### config.mk
export PLATFORM = sky130hd
export DESIGN_NAME = audio_ctl_i2c_slave
export DESIGN_NICKNAME = d
export VERILOG_FILES = /design/src/rtl/aud_ctl_pkg.sv /design/src/rtl/i2c_line_sampler.sv /design/src/rtl/i2c_byte_engine.sv /design/src/rtl/ctl_reg_bank.sv /design/src/rtl/audio_ctl_i2c_slave.sv
export SDC_FILE = /design/constraint.sdc
export NUM_CORES = 1
export LEC_CHECK = 0
export CORE_MARGIN = 8
export CORE_UTILIZATION = 45
export DETAILED_ROUTE_END_ITERATION = 6
export HOLD_SLACK_MARGIN = 0.15
export PLACE_DENSITY_LB_ADDON = 0.2
export SLEW_MARGIN = 25
export SYNTH_ARGS = -nofsm -noshare
export SYNTH_HDL_FRONTEND = slang
export SYNTH_HIERARCHICAL = 1
export SYNTH_SLANG_ARGS = --single-unit
### constraint.sdc
create_clock -name clk -period 3.55 [get_ports clk]
set_input_delay 0.71 -clock clk [delete_from_list [all_inputs] [get_ports clk]]
set_output_delay 0.71 -clock clk [all_outputs]
set_load 0.01 [all_outputs]
### src/rtl/aud_ctl_pkg.sv
package aud_ctl_pkg;

  localparam int NUM_CTL_REGS = 5;

  localparam logic [2:0] IDX_VOL1  = 3'd0;
  localparam logic [2:0] IDX_VOL2  = 3'd1;
  localparam logic [2:0] IDX_BASS  = 3'd2;
  localparam logic [2:0] IDX_TREB  = 3'd3;
  localparam logic [2:0] IDX_SURR  = 3'd4;

  typedef enum logic [2:0] {
    PH_IDLE,
    PH_RECV,
    PH_ACK_ARM,
    PH_ACK,
    PH_SKIP
  } phase_t;

  typedef enum logic [1:0] {
    BK_ADDR,
    BK_INDEX,
    BK_DATA
  } byte_kind_t;

  // Write-form address test: upper six bits fixed, one bit from the strap, R/W low.
  function automatic logic addr_is_write_hit(input logic [7:0] b,
                                             input logic [5:0] hi,
                                             input logic strap);
    return (b[7:1] == {hi, strap}) && (b[0] == 1'b0);
  endfunction

endpackage

### src/rtl/i2c_line_sampler.sv
module i2c_line_sampler #(
  parameter int SYNC_STAGES = 2
) (
  input  logic clk,
  input  logic rst_n,
  input  logic scl_i,
  input  logic sda_i,
  output logic scl_lvl,
  output logic sda_lvl,
  output logic scl_rise,
  output logic scl_fall,
  output logic start_det,
  output logic stop_det
);

  logic [SYNC_STAGES-1:0] scl_sync, sda_sync;
  logic scl_prev, sda_prev;

  always_ff @(posedge clk or negedge rst_n) begin
    if (!rst_n) begin
      scl_sync <= '1;
      sda_sync <= '1;
      scl_prev <= 1'b1;
      sda_prev <= 1'b1;
    end else begin
      scl_sync <= {scl_sync[SYNC_STAGES-2:0], scl_i};
      sda_sync <= {sda_sync[SYNC_STAGES-2:0], sda_i};
      scl_prev <= scl_sync[SYNC_STAGES-1];
      sda_prev <= sda_sync[SYNC_STAGES-1];
    end
  end

  assign scl_lvl   = scl_sync[SYNC_STAGES-1];
  assign sda_lvl   = sda_sync[SYNC_STAGES-1];
  assign scl_rise  = scl_lvl & ~scl_prev;
  assign scl_fall  = ~scl_lvl & scl_prev;
  assign start_det = scl_lvl & scl_prev & sda_prev & ~sda_lvl;
  assign stop_det  = scl_lvl & scl_prev & ~sda_prev & sda_lvl;

endmodule

### src/rtl/i2c_byte_engine.sv
module i2c_byte_engine
  import aud_ctl_pkg::*;
#(
  parameter logic [5:0] DEV_ADDR_HI = 6'b100000
) (
  input  logic       clk,
  input  logic       rst_n,
  input  logic       addr_sel,
  input  logic       scl_lvl,
  input  logic       sda_lvl,
  input  logic       scl_rise,
  input  logic       scl_fall,
  input  logic       start_det,
  input  logic       stop_det,
  output logic       sda_oe,
  output logic       idx_load,
  output logic       data_load,
  output logic [7:0] rx_byte
);

  phase_t     phase;
  byte_kind_t kind;
  logic [2:0] bit_cnt;
  logic [7:0] shreg;
  logic       byte_full;
  logic       addr_hit;

  assign rx_byte   = {shreg[6:0], sda_lvl};
  assign byte_full = (phase == PH_RECV) && scl_rise && (bit_cnt == 3'd7);
  assign addr_hit  = byte_full && (kind == BK_ADDR) &&
                     addr_is_write_hit(rx_byte, DEV_ADDR_HI, addr_sel);
  assign idx_load  = byte_full && (kind == BK_INDEX);
  assign data_load = byte_full && (kind == BK_DATA);

  always_ff @(posedge clk or negedge rst_n) begin
    if (!rst_n) begin
      phase   <= PH_IDLE;
      kind    <= BK_ADDR;
      bit_cnt <= '0;
      shreg   <= '0;
      sda_oe  <= 1'b0;
    end else if (start_det) begin
      phase   <= PH_RECV;
      kind    <= BK_ADDR;
      bit_cnt <= '0;
      sda_oe  <= 1'b0;
    end else if (stop_det) begin
      phase  <= PH_IDLE;
      sda_oe <= 1'b0;
    end else begin
      unique case (phase)
        PH_RECV: begin
          if (scl_rise) begin
            shreg <= rx_byte;
            if (bit_cnt == 3'd7) begin
              bit_cnt <= '0;
              if (kind == BK_ADDR && !addr_hit) phase <= PH_SKIP;
              else                              phase <= PH_ACK_ARM;
            end else begin
              bit_cnt <= bit_cnt + 3'd1;
            end
          end
        end
        PH_ACK_ARM: begin
          if (scl_fall) begin
            sda_oe <= 1'b1;
            phase  <= PH_ACK;
          end
        end
        PH_ACK: begin
          if (scl_fall) begin
            sda_oe <= 1'b0;
            phase  <= PH_RECV;
            kind   <= (kind == BK_ADDR) ? BK_INDEX : BK_DATA;
          end
        end
        default: ;
      endcase
    end
  end

  AST_ACK_DRIVE_SCL_LOW: assert property (@(posedge clk) disable iff (!rst_n)
    $rose(sda_oe) |-> !scl_lvl);
  AST_ACK_RELEASE_SCL_LOW: assert property (@(posedge clk) disable iff (!rst_n)
    $fell(sda_oe) |-> !scl_lvl);
  AST_SKIP_SILENT: assert property (@(posedge clk) disable iff (!rst_n)
    (phase == PH_SKIP) |-> (!sda_oe && !idx_load && !data_load));
  AST_START_REARMS: assert property (@(posedge clk) disable iff (!rst_n)
    start_det |=> (kind == BK_ADDR && !sda_oe));

endmodule

### src/rtl/ctl_reg_bank.sv
module ctl_reg_bank
  import aud_ctl_pkg::*;
#(
  parameter int         VOL_W     = 8,
  parameter int         TONE_W    = 6,
  parameter int         NUM_REGS  = NUM_CTL_REGS,
  parameter logic [5:0] TONE_FLAT = 6'h1F
) (
  input  logic                clk,
  input  logic                rst_n,
  input  logic                idx_load,
  input  logic                data_load,
  input  logic [7:0]          wr_byte,
  output logic [VOL_W-1:0]    vol_ch1,
  output logic [VOL_W-1:0]    vol_ch2,
  output logic [TONE_W-1:0]   bass,
  output logic [TONE_W-1:0]   treble,
  output logic                surround_en,
  output logic [NUM_REGS-1:0] wr_strobe
);

  localparam int         IDX_W     = $clog2(NUM_REGS);
  localparam logic [7:0] REG_LIMIT = 8'(NUM_REGS);
  localparam logic [IDX_W-1:0] IDX_TOP = IDX_W'(NUM_REGS - 1);

  logic [IDX_W-1:0] cur_idx;
  logic             idx_ok;

  function automatic logic [IDX_W-1:0] ring_next(input logic [IDX_W-1:0] i);
    return (i == IDX_TOP) ? '0 : i + IDX_W'(1);
  endfunction

  always_ff @(posedge clk or negedge rst_n) begin
    if (!rst_n) begin
      cur_idx     <= '0;
      idx_ok      <= 1'b0;
      vol_ch1     <= '0;
      vol_ch2     <= '0;
      bass        <= TONE_FLAT[TONE_W-1:0];
      treble      <= TONE_FLAT[TONE_W-1:0];
      surround_en <= 1'b0;
      wr_strobe   <= '0;
    end else begin
      wr_strobe <= '0;
      if (idx_load) begin
        idx_ok  <= (wr_byte < REG_LIMIT);
        cur_idx <= wr_byte[IDX_W-1:0];
      end else if (data_load && idx_ok) begin
        wr_strobe <= NUM_REGS'(1) << cur_idx;
        cur_idx   <= ring_next(cur_idx);
        unique case (3'(cur_idx))
          IDX_VOL1: vol_ch1     <= wr_byte[VOL_W-1:0];
          IDX_VOL2: vol_ch2     <= wr_byte[VOL_W-1:0];
          IDX_BASS: bass        <= wr_byte[TONE_W-1:0];
          IDX_TREB: treble      <= wr_byte[TONE_W-1:0];
          default:  surround_en <= wr_byte[0];
        endcase
      end
    end
  end

  AST_IDX_IN_RING: assert property (@(posedge clk) disable iff (!rst_n)
    idx_ok |-> (cur_idx <= IDX_TOP));
  AST_STROBE_ONEHOT: assert property (@(posedge clk) disable iff (!rst_n)
    $onehot0(wr_strobe));
  AST_VOL1_HOLD: assert property (@(posedge clk) disable iff (!rst_n)
    !wr_strobe[0] |-> $stable(vol_ch1));
  AST_BASS_HOLD: assert property (@(posedge clk) disable iff (!rst_n)
    !wr_strobe[2] |-> $stable(bass));
  AST_DISCARD_QUIET: assert property (@(posedge clk) disable iff (!rst_n)
    (data_load && !idx_ok) |=> (wr_strobe == '0));

endmodule

### src/rtl/audio_ctl_i2c_slave.sv
module audio_ctl_i2c_slave
  import aud_ctl_pkg::*;
#(
  parameter int         SYNC_STAGES = 2,
  parameter logic [5:0] DEV_ADDR_HI = 6'b100000,
  parameter int         VOL_W       = 8,
  parameter int         TONE_W      = 6
) (
  input  logic              clk,
  input  logic              rst_n,
  input  logic              addr_sel,
  input  logic              scl_i,
  input  logic              sda_i,
  output logic              sda_oe,
  output logic [VOL_W-1:0]  vol_ch1,
  output logic [VOL_W-1:0]  vol_ch2,
  output logic [TONE_W-1:0] bass,
  output logic [TONE_W-1:0] treble,
  output logic              surround_en,
  output logic [4:0]        wr_strobe
);

  logic scl_lvl, sda_lvl, scl_rise, scl_fall, start_det, stop_det;
  logic idx_load, data_load;
  logic [7:0] rx_byte;

  i2c_line_sampler #(.SYNC_STAGES(SYNC_STAGES)) u_sampler (
    .clk(clk), .rst_n(rst_n), .scl_i(scl_i), .sda_i(sda_i),
    .scl_lvl(scl_lvl), .sda_lvl(sda_lvl), .scl_rise(scl_rise),
    .scl_fall(scl_fall), .start_det(start_det), .stop_det(stop_det)
  );

  i2c_byte_engine #(.DEV_ADDR_HI(DEV_ADDR_HI)) u_engine (
    .clk(clk), .rst_n(rst_n), .addr_sel(addr_sel),
    .scl_lvl(scl_lvl), .sda_lvl(sda_lvl), .scl_rise(scl_rise),
    .scl_fall(scl_fall), .start_det(start_det), .stop_det(stop_det),
    .sda_oe(sda_oe), .idx_load(idx_load), .data_load(data_load),
    .rx_byte(rx_byte)
  );

  ctl_reg_bank #(.VOL_W(VOL_W), .TONE_W(TONE_W), .NUM_REGS(NUM_CTL_REGS)) u_regs (
    .clk(clk), .rst_n(rst_n), .idx_load(idx_load), .data_load(data_load),
    .wr_byte(rx_byte), .vol_ch1(vol_ch1), .vol_ch2(vol_ch2),
    .bass(bass), .treble(treble), .surround_en(surround_en),
    .wr_strobe(wr_strobe)
  );

endmodule

[Word level (Yosys, flattened, before mapping)]
Cells that the tools add are included.
Storage, ports and cells
  bits in registers: 60
  output and inout bits: 35
  word-level logic and storage cells: 110
  input port bits: 5
Cells by class
  equal/unequal tests: 16
  shifts and indexed selects: 1
  reduce and logical (&&, ||, !) cells: 30
  muxes and demuxes: 28
  add/subtract/negate cells: 2
  $lt $le $gt $ge: 1
  bitwise gates (word level): 15
Operators with widths (count)
  two-way mux 3 bit: 15
  AND reduction 3 bit: 8
  equality test 3 x 2 -> 1 bit, second input constant: 4
  != test 4 bit, second input constant: 3
  two-way mux 2 bit: 5
  two-way mux 5 bit: 2
  nonzero test 2 bit: 5
  logical AND 1 bit: 9
  one-hot mux 3 bit (3 select lines): 1
  < comparator 8 x 3 -> 1 bit, second input constant: 1
  NOT 1 bit: 8
  bitwise AND 1 bit: 7
  equality test 7 bit: 1
  adder 3 x 1 -> 3 bit, second input constant: 2
  equality test 3 x 1 -> 1 bit, second input constant: 2
  equality test 3 bit, second input constant: 2
  AND reduction 5 bit: 1
  nonzero test 5 bit: 1
  << shifter 1 x 3 -> 5 bit, first input constant: 1
  two-way mux 1 bit: 4
  != test 4 x 3 -> 1 bit, second input constant: 1
  AND reduction 4 bit: 1
  nonzero test 4 bit: 1
  OR reduction 4 bit: 1
  other kinds (7): 7

[Logic depth before layout (Yosys ltp)]
  word-level depth: 14
  gate-level depth with buffers: 9
  gate-level depth less buffers: 7

[By module]
Netlist, hierarchy kept.
By module, submodules not included
  ctl_reg_bank: times used 1, cells an instance 103, seq. area each 963.4 um^2, area each 1564.0 um^2
  i2c_byte_engine: times used 1, cells an instance 66, seq. area each 400.4 um^2, area each 794.5 um^2
  i2c_line_sampler: times used 1, cells an instance 10, seq. area each 157.7 um^2, area each 190.2 um^2

[Least setup slack after synthesis]
No wires, ideal clock.
  kind: register -> register
  from: register u_sampler.scl_sync[1]
  to: register u_regs.vol_ch2[0]
  data arrival time: 2.486 ns
  cell stages (with the launch flop): 10
  data required time: 3.425 ns
  setup time: 0.125 ns
  path buffers: 2
  setup slack: 0.939 ns
  path through: dfstp_2 > nor2b_1 > and4bb_4 > nand2_1 > nor3b_1 > and3b_1 > buf_6 > and3_4 > buf_6 > mux2_4
Between the ends
  longest elaborated chain between the ends: 6
  elaborated cells between the ends (all ways): 8
  those cells by class: bitwise (2); reduce/logical (6)
Ends and longest elaborated chain
  start: declaration: line i2c_line_sampler.sv:16  | logic [SYNC_STAGES-1:0] scl_sync, sda_sync;
  start signal: assignment: line i2c_line_sampler.sv:26  | scl_sync <= {scl_sync[SYNC_STAGES-2:0], scl_i};
  bitwise AND 1 bit: line i2c_line_sampler.sv:35  | assign scl_rise = scl_lvl & ~scl_prev;
  named net scl_rise: line audio_ctl_i2c_slave.sv:23  | logic scl_lvl, sda_lvl, scl_rise, scl_fall, start_det, stop_det;
  logical AND 1 bit (2 in a row): line i2c_byte_engine.sv:29  | assign byte_full = (phase == PH_RECV) && scl_rise && (bit_cnt == 3'd7);
  logical AND 1 bit: line i2c_byte_engine.sv:32  | assign idx_load = byte_full && (kind == BK_INDEX);
  named net idx_load: line audio_ctl_i2c_slave.sv:24  | logic idx_load, data_load;
  NOT 1 bit (no source line)
  AND reduction 3 bit (no source line)
  end signal: assignment: line ctl_reg_bank.sv:53  | IDX_VOL2: vol_ch2 <= wr_byte[VOL_W-1:0];
  end: declaration: line ctl_reg_bank.sv:15  | output logic [VOL_W-1:0] vol_ch2,
The timed path passes the listed nets, and every way through them passes these cells.
A chain may end at the register's enable or synchronous reset.

[Worst setup path in the final report]
  from: register u_sampler.scl_sync[1]
  to: register u_regs.vol_ch1[2]
Between the ends
  longest elaborated chain between the ends: 6
  elaborated cells between the ends (all ways): 8
  those cells by class: bitwise (2); reduce/logical (6)
Ends and longest elaborated chain
  bitwise AND 1 bit: line i2c_line_sampler.sv:35
  named net scl_rise: line audio_ctl_i2c_slave.sv:23
  logical AND 1 bit (2 in a row): line i2c_byte_engine.sv:29
  logical AND 1 bit: line i2c_byte_engine.sv:32
  named net idx_load: line audio_ctl_i2c_slave.sv:24
  NOT 1 bit (no source line)
  AND reduction 3 bit (no source line)
  end signal: assignment: line ctl_reg_bank.sv:52  | IDX_VOL1: vol_ch1 <= wr_byte[VOL_W-1:0];
  end: declaration: line ctl_reg_bank.sv:14  | output logic [VOL_W-1:0] vol_ch1,
The timed path passes the listed nets, and every way through them passes these cells.

==> impl_metrics.xml <==
<?xml version="1.0" encoding="UTF-8"?>
<metrics>
  <group name="finish">
    <metric name="antenna_cells" unit="">0</metric>
    <metric name="layout-area-overhead-vs-synth" unit="%">24.15</metric>
    <metric name="post-route-cell-area" unit="um^2">3164</metric>
    <metric name="final_layout_size_suffix_gt1_share" unit="%">32.03</metric>
    <metric name="nFillCells" unit="">447</metric>
    <metric name="finalNetCount" unit="">238</metric>
  </group>
  <group name="sta">
    <metric name="worst-slew-pin-transition" unit="ps">834.1</metric>
    <metric name="timing_max_transition_violations_final" unit="">0</metric>
    <metric name="timing.final.crit_share" unit="%">83.51</metric>
    <metric name="hold_slack" unit="ps">356.8</metric>
    <metric name="finalHoldViolations" unit="">0</metric>
    <metric name="tns" unit="ps">0</metric>
    <metric name="finalSetupViolCount" unit="">0</metric>
    <metric name="timing.slew.headroom" unit="%">44.27</metric>
    <metric name="timing.fmax" unit="MHz">337.3</metric>
    <metric name="finalCriticalPeriod" unit="ps">2965</metric>
    <metric name="clock-skew-final" unit="ps">8.622</metric>
    <metric name="rsz_0062_raised_after_global_routing" unit="">no</metric>
  </group>
  <group name="yosys">
    <metric name="synth_async_sr_flop_share" unit="%">100.0</metric>
    <metric name="synth_enable_flop_cells" unit="">0</metric>
    <metric name="dominantRegCellSynth" unit="">sky130_fd_sc_hd__dfrtp_1</metric>
    <metric name="synthesis.area" unit="um^2">2549</metric>
    <metric name="synth_top_area_share" unit="%">43.20</metric>
    <metric name="synth.net_count" unit="">191</metric>
    <metric name="synthesis.yosys.warnings" unit="">6</metric>
    <metric name="netlist_top_cells_count" unit="">44 x sky130_fd_sc_hd__dfrtp_1, 27 x sky130_fd_sc_hd__mux2_2, 16 x sky130_fd_sc_hd__dfstp_2</metric>
    <metric name="postSynthAreaPerCell" unit="um^2">14.24</metric>
    <metric name="synthDistinctLibCells" unit="">41</metric>
    <metric name="synthCells" unit="">179</metric>
    <metric name="synth_largest_area_cell" unit="">sky130_fd_sc_hd__dfrtp_1</metric>
    <metric name="seq_area_frac_synth" unit="%">59.70</metric>
    <metric name="synth.top_cells.by_area" unit="">sky130_fd_sc_hd__dfrtp_1 43%, sky130_fd_sc_hd__dfstp_2 16%, sky130_fd_sc_hd__mux2_2 12%, sky130_fd_sc_hd__mux2_4 5.3%, sky130_fd_sc_hd__ha_1 3.4%</metric>
    <metric name="synth.most_common_cell" unit="">sky130_fd_sc_hd__dfrtp_1</metric>
    <metric name="ys_ff_latch" unit="">60</metric>
  </group>
  <group name="power_and_ir_drop">
    <metric name="internal_power_contribution" unit="W">0.001097</metric>
    <metric name="total_switching_power" unit="W">0.0004064</metric>
    <metric name="power.combinational.fraction" unit="%">9.5</metric>
    <metric name="power.share.clock" unit="%">33.9</metric>
    <metric name="powerDensity" unit="nW/um^2">475.1</metric>
    <metric name="switching_share" unit="%">27.04</metric>
    <metric name="share_seq_of_total_power" unit="%">56.7</metric>
    <metric name="vdd_drop_max" unit="uV">284.6</metric>
    <metric name="cellLeakagePower" unit="nW">1.426</metric>
  </group>
  <group name="setup_path">
    <metric name="worst-r2r-setup-slack" unit="ps">590</metric>
    <metric name="timing.critical_path.to_type" unit="">flip-flop</metric>
    <metric name="regToRegEndpoint" unit="">u_regs/vol_ch1[2]</metric>
    <metric name="timing.reg2reg.worst_path_depth" unit="">7</metric>
    <metric name="timing.critical_path.slowest_stage_cell" unit="">sky130_fd_sc_hd__nor3b_1</metric>
    <metric name="cp_cell_sequence" unit="">nor2b_1 &gt; and4bb_4 &gt; nand2_1 &gt; nor3b_1 &gt; and4bb_2 &gt; nand2_1 &gt; mux2_2</metric>
    <metric name="crit_path_max_cell_delay" unit="ps">700</metric>
    <metric name="cp_most_frequent_cell" unit="">sky130_fd_sc_hd__nand2_1</metric>
    <metric name="worst-setup-path-type" unit="">flip-flop to flip-flop</metric>
    <metric name="cp-startpoint" unit="">u_sampler/scl_sync[1]</metric>
    <metric name="worst_setup_path_start_kind" unit="">flip-flop</metric>
    <metric name="cp_max_fo" unit="">9</metric>
    <metric name="critical_path.reg2reg.startpoint" unit="">u_sampler/scl_sync[1]</metric>
    <metric name="arrival" unit="ps">3170</metric>
    <metric name="cp_data_required_time" unit="ps">3760</metric>
  </group>
  <group name="route">
    <metric name="drt_drc_violations_left" unit="">0</metric>
    <metric name="detailedRoute.firstIterationViolations" unit="">76</metric>
    <metric name="detailedRoute.firstPassIterationCount" unit="">4</metric>
    <metric name="detail_route.vias_per_cell" unit="">5.168</metric>
    <metric name="post_drt_wl_per_cell" unit="um">17.19</metric>
    <metric name="dr_total_vias" unit="">1566</metric>
    <metric name="routed_wirelength" unit="um">5208</metric>
    <metric name="antenna_left" unit="">0</metric>
  </group>
  <group name="floorplanning">
    <metric name="placeableCoreArea" unit="um^2">5473</metric>
    <metric name="fp.dieH" unit="um">91.26</metric>
    <metric name="fp-row-count" unit="">27</metric>
    <metric name="ios" unit="">40</metric>
    <metric name="die-area" unit="um^2">8327</metric>
    <metric name="chipWidth" unit="um">91.26</metric>
    <metric name="floorplan.initialDensity" unit="%">46.57</metric>
  </group>
  <group name="global_routing">
    <metric name="grt_first_pass_wirelength" unit="um">8838</metric>
    <metric name="overflow_left_after_global_routing" unit="">0</metric>
    <metric name="grt_pass1_vias" unit="">1697</metric>
    <metric name="largest_net_degree_at_the_start_of_global_routing" unit="">52</metric>
    <metric name="antenna_found_initial" unit="">0</metric>
    <metric name="groute.usage.overall" unit="%">13.42</metric>
  </group>
  <group name="job">
    <metric name="maxCapViolCount" unit="">0</metric>
  </group>
  <group name="cts">
    <metric name="tritoncts_buffer_count" unit="">9</metric>
    <metric name="clkTransAtPathRegs" unit="ps">60</metric>
    <metric name="root_buffer" unit="">sky130_fd_sc_hd__clkbuf_8</metric>
    <metric name="holdBufCountCts" unit="">0</metric>
    <metric name="h-tree-depth" unit="">3</metric>
    <metric name="cts_tree" unit="">built</metric>
    <metric name="clock-sinks" unit="">60</metric>
    <metric name="post-cts-setup-buffer-count" unit="">0</metric>
    <metric name="cts_max_path_buffers" unit="">2</metric>
    <metric name="cts_resized" unit="">0</metric>
    <metric name="clkLatencyLatePin" unit="ps">330</metric>
  </group>
  <group name="place">
    <metric name="placed_standard_cell_area" unit="um^2">2998</metric>
    <metric name="hpwl" unit="um">3620</metric>
    <metric name="port_buffers" unit="">39</metric>
    <metric name="gpl.final_weighted_congestion" unit="">0.8078</metric>
  </group>
  <group name="run_status">
    <metric name="outcome" unit="">complete, no violations</metric>
  </group>
  <group name="min_path">
    <metric name="hold_depth" unit="">0</metric>
    <metric name="worst_hold_path_type" unit="">flip-flop to flip-flop</metric>
    <metric name="whs_endpoint" unit="">u_sampler/scl_sync[1]</metric>
    <metric name="hold_sp" unit="">u_sampler/scl_sync[0]</metric>
  </group>
</metrics>
-- critical path, delay by kind of cell, from the launching register on --
family           cells  cell delay (ps)
AND/OR/NAND/NOR      6             1910
multiplexers         1              390
flip-flops           1              550
-- per-stage QoR --
stage / setup WS, ps / utilization [%] / instances / total power (W)
final: 585.4 / 57.82 / 303 / 0.001503
after global routing: 446.9 / 57.82 / 303 / 0.001592
after CTS: 625.7 / 57.77 / 303 / 0.001525
after detailed placement: 616.6 / 54.78 / 287 / 0.001009
after global placement: 807.3 / 54.78 / 287 / 0.0009953
after floorplan: 939.4 / - / 179 / 0.0009278
-- flip-flops by register name, indices dropped and copies added (netlist names), 3 cells and up --
name              count
u_regs/vol_ch1        8
u_regs/vol_ch2        8
u_engine/shreg        7
u_regs/bass           6
u_regs/treble         6
u_regs/wr_strobe      5
u_engine/bit_cnt      3
u_engine/phase        3
u_regs/cur_idx        3
-- how the worst max path moves through the flow --
stage	endpoint	slack, ps
detailed placement	u_regs/vol_ch1[2]	620
global route	u_regs/vol_ch1[2]	450
finish	u_regs/vol_ch1[2]	590
floorplan	u_regs/vol_ch2[0]	940
CTS	u_regs/vol_ch1[7]	630
global placement	u_regs/vol_ch1[6]	810
-- cell type report --
cell class / count / area, um^2 / area share [%]
Timing Repair Buffer: 40 / 395.4 / 12.50
Multi-Input combinational cell: 108 / 967.2 / 30.57
Clock inverter: 3 / 15.01 / 0.4745
Clock buffer: 13 / 148.9 / 4.705
Tap cell: 72 / 90.09 / 2.847
Inverter: 7 / 26.28 / 0.8304
Sequential cell: 60 / 1521 / 48.08
-- cells in the final DEF (no fill, tap or decap), drive strengths merged, types with 3 or more instances in the layout --
master / n
o21ai: 5
ha: 7
nor3b: 3
nor2: 9
clkbuf: 13
dfrtp: 44
inv: 7
mux2i: 4
dfstp: 16
clkinv: 3
nor3: 4
a21oi: 3
mux2: 36
clkdlybuf4s50: 38
nand2: 9
a22oi: 3
-- power groups by stage --
stage          clock, W  sequential [W]  combinational (W)
4_1_cts        0.000527        0.000853           0.000145
2_1_floorplan         0        0.000819           0.000109
5_1_grt        0.000561        0.000867           0.000164
6_report       0.000509        0.000852           0.000143
3_3_place_gp          0        0.000862           0.000134
3_5_place_dp          0        0.000866           0.000143
-- logic make-up (layout without fill, tap and decap cells) --
family                   count (synthesis)  in the layout  synth area share (%)
AO/OA/AOI/OAI                           16             16                 4.124
adder cells (fa/ha/maj)                  7              7                 3.436
flip-flops                              60             60                 59.70
multiplexers                            40             40                 18.80
buffers and inverters                   11             63                 2.357
AND/OR/NAND/NOR                         44             44                 11.24
XOR/XNOR                                 1              1                0.3437
-- routing by layer --
layer | vias to the layer above | global-route usage [%] | routed length (um)
met5 | - | 0 | 0
met3 | 4 | 5.103 | 297
met4 | 0 | 6.412 | 46
met2 | 41 | 20.98 | 2513
met1 | 793 | 15.95 | 2350
li1 | 728 | - | -
(Power assumes the default switching activity.)
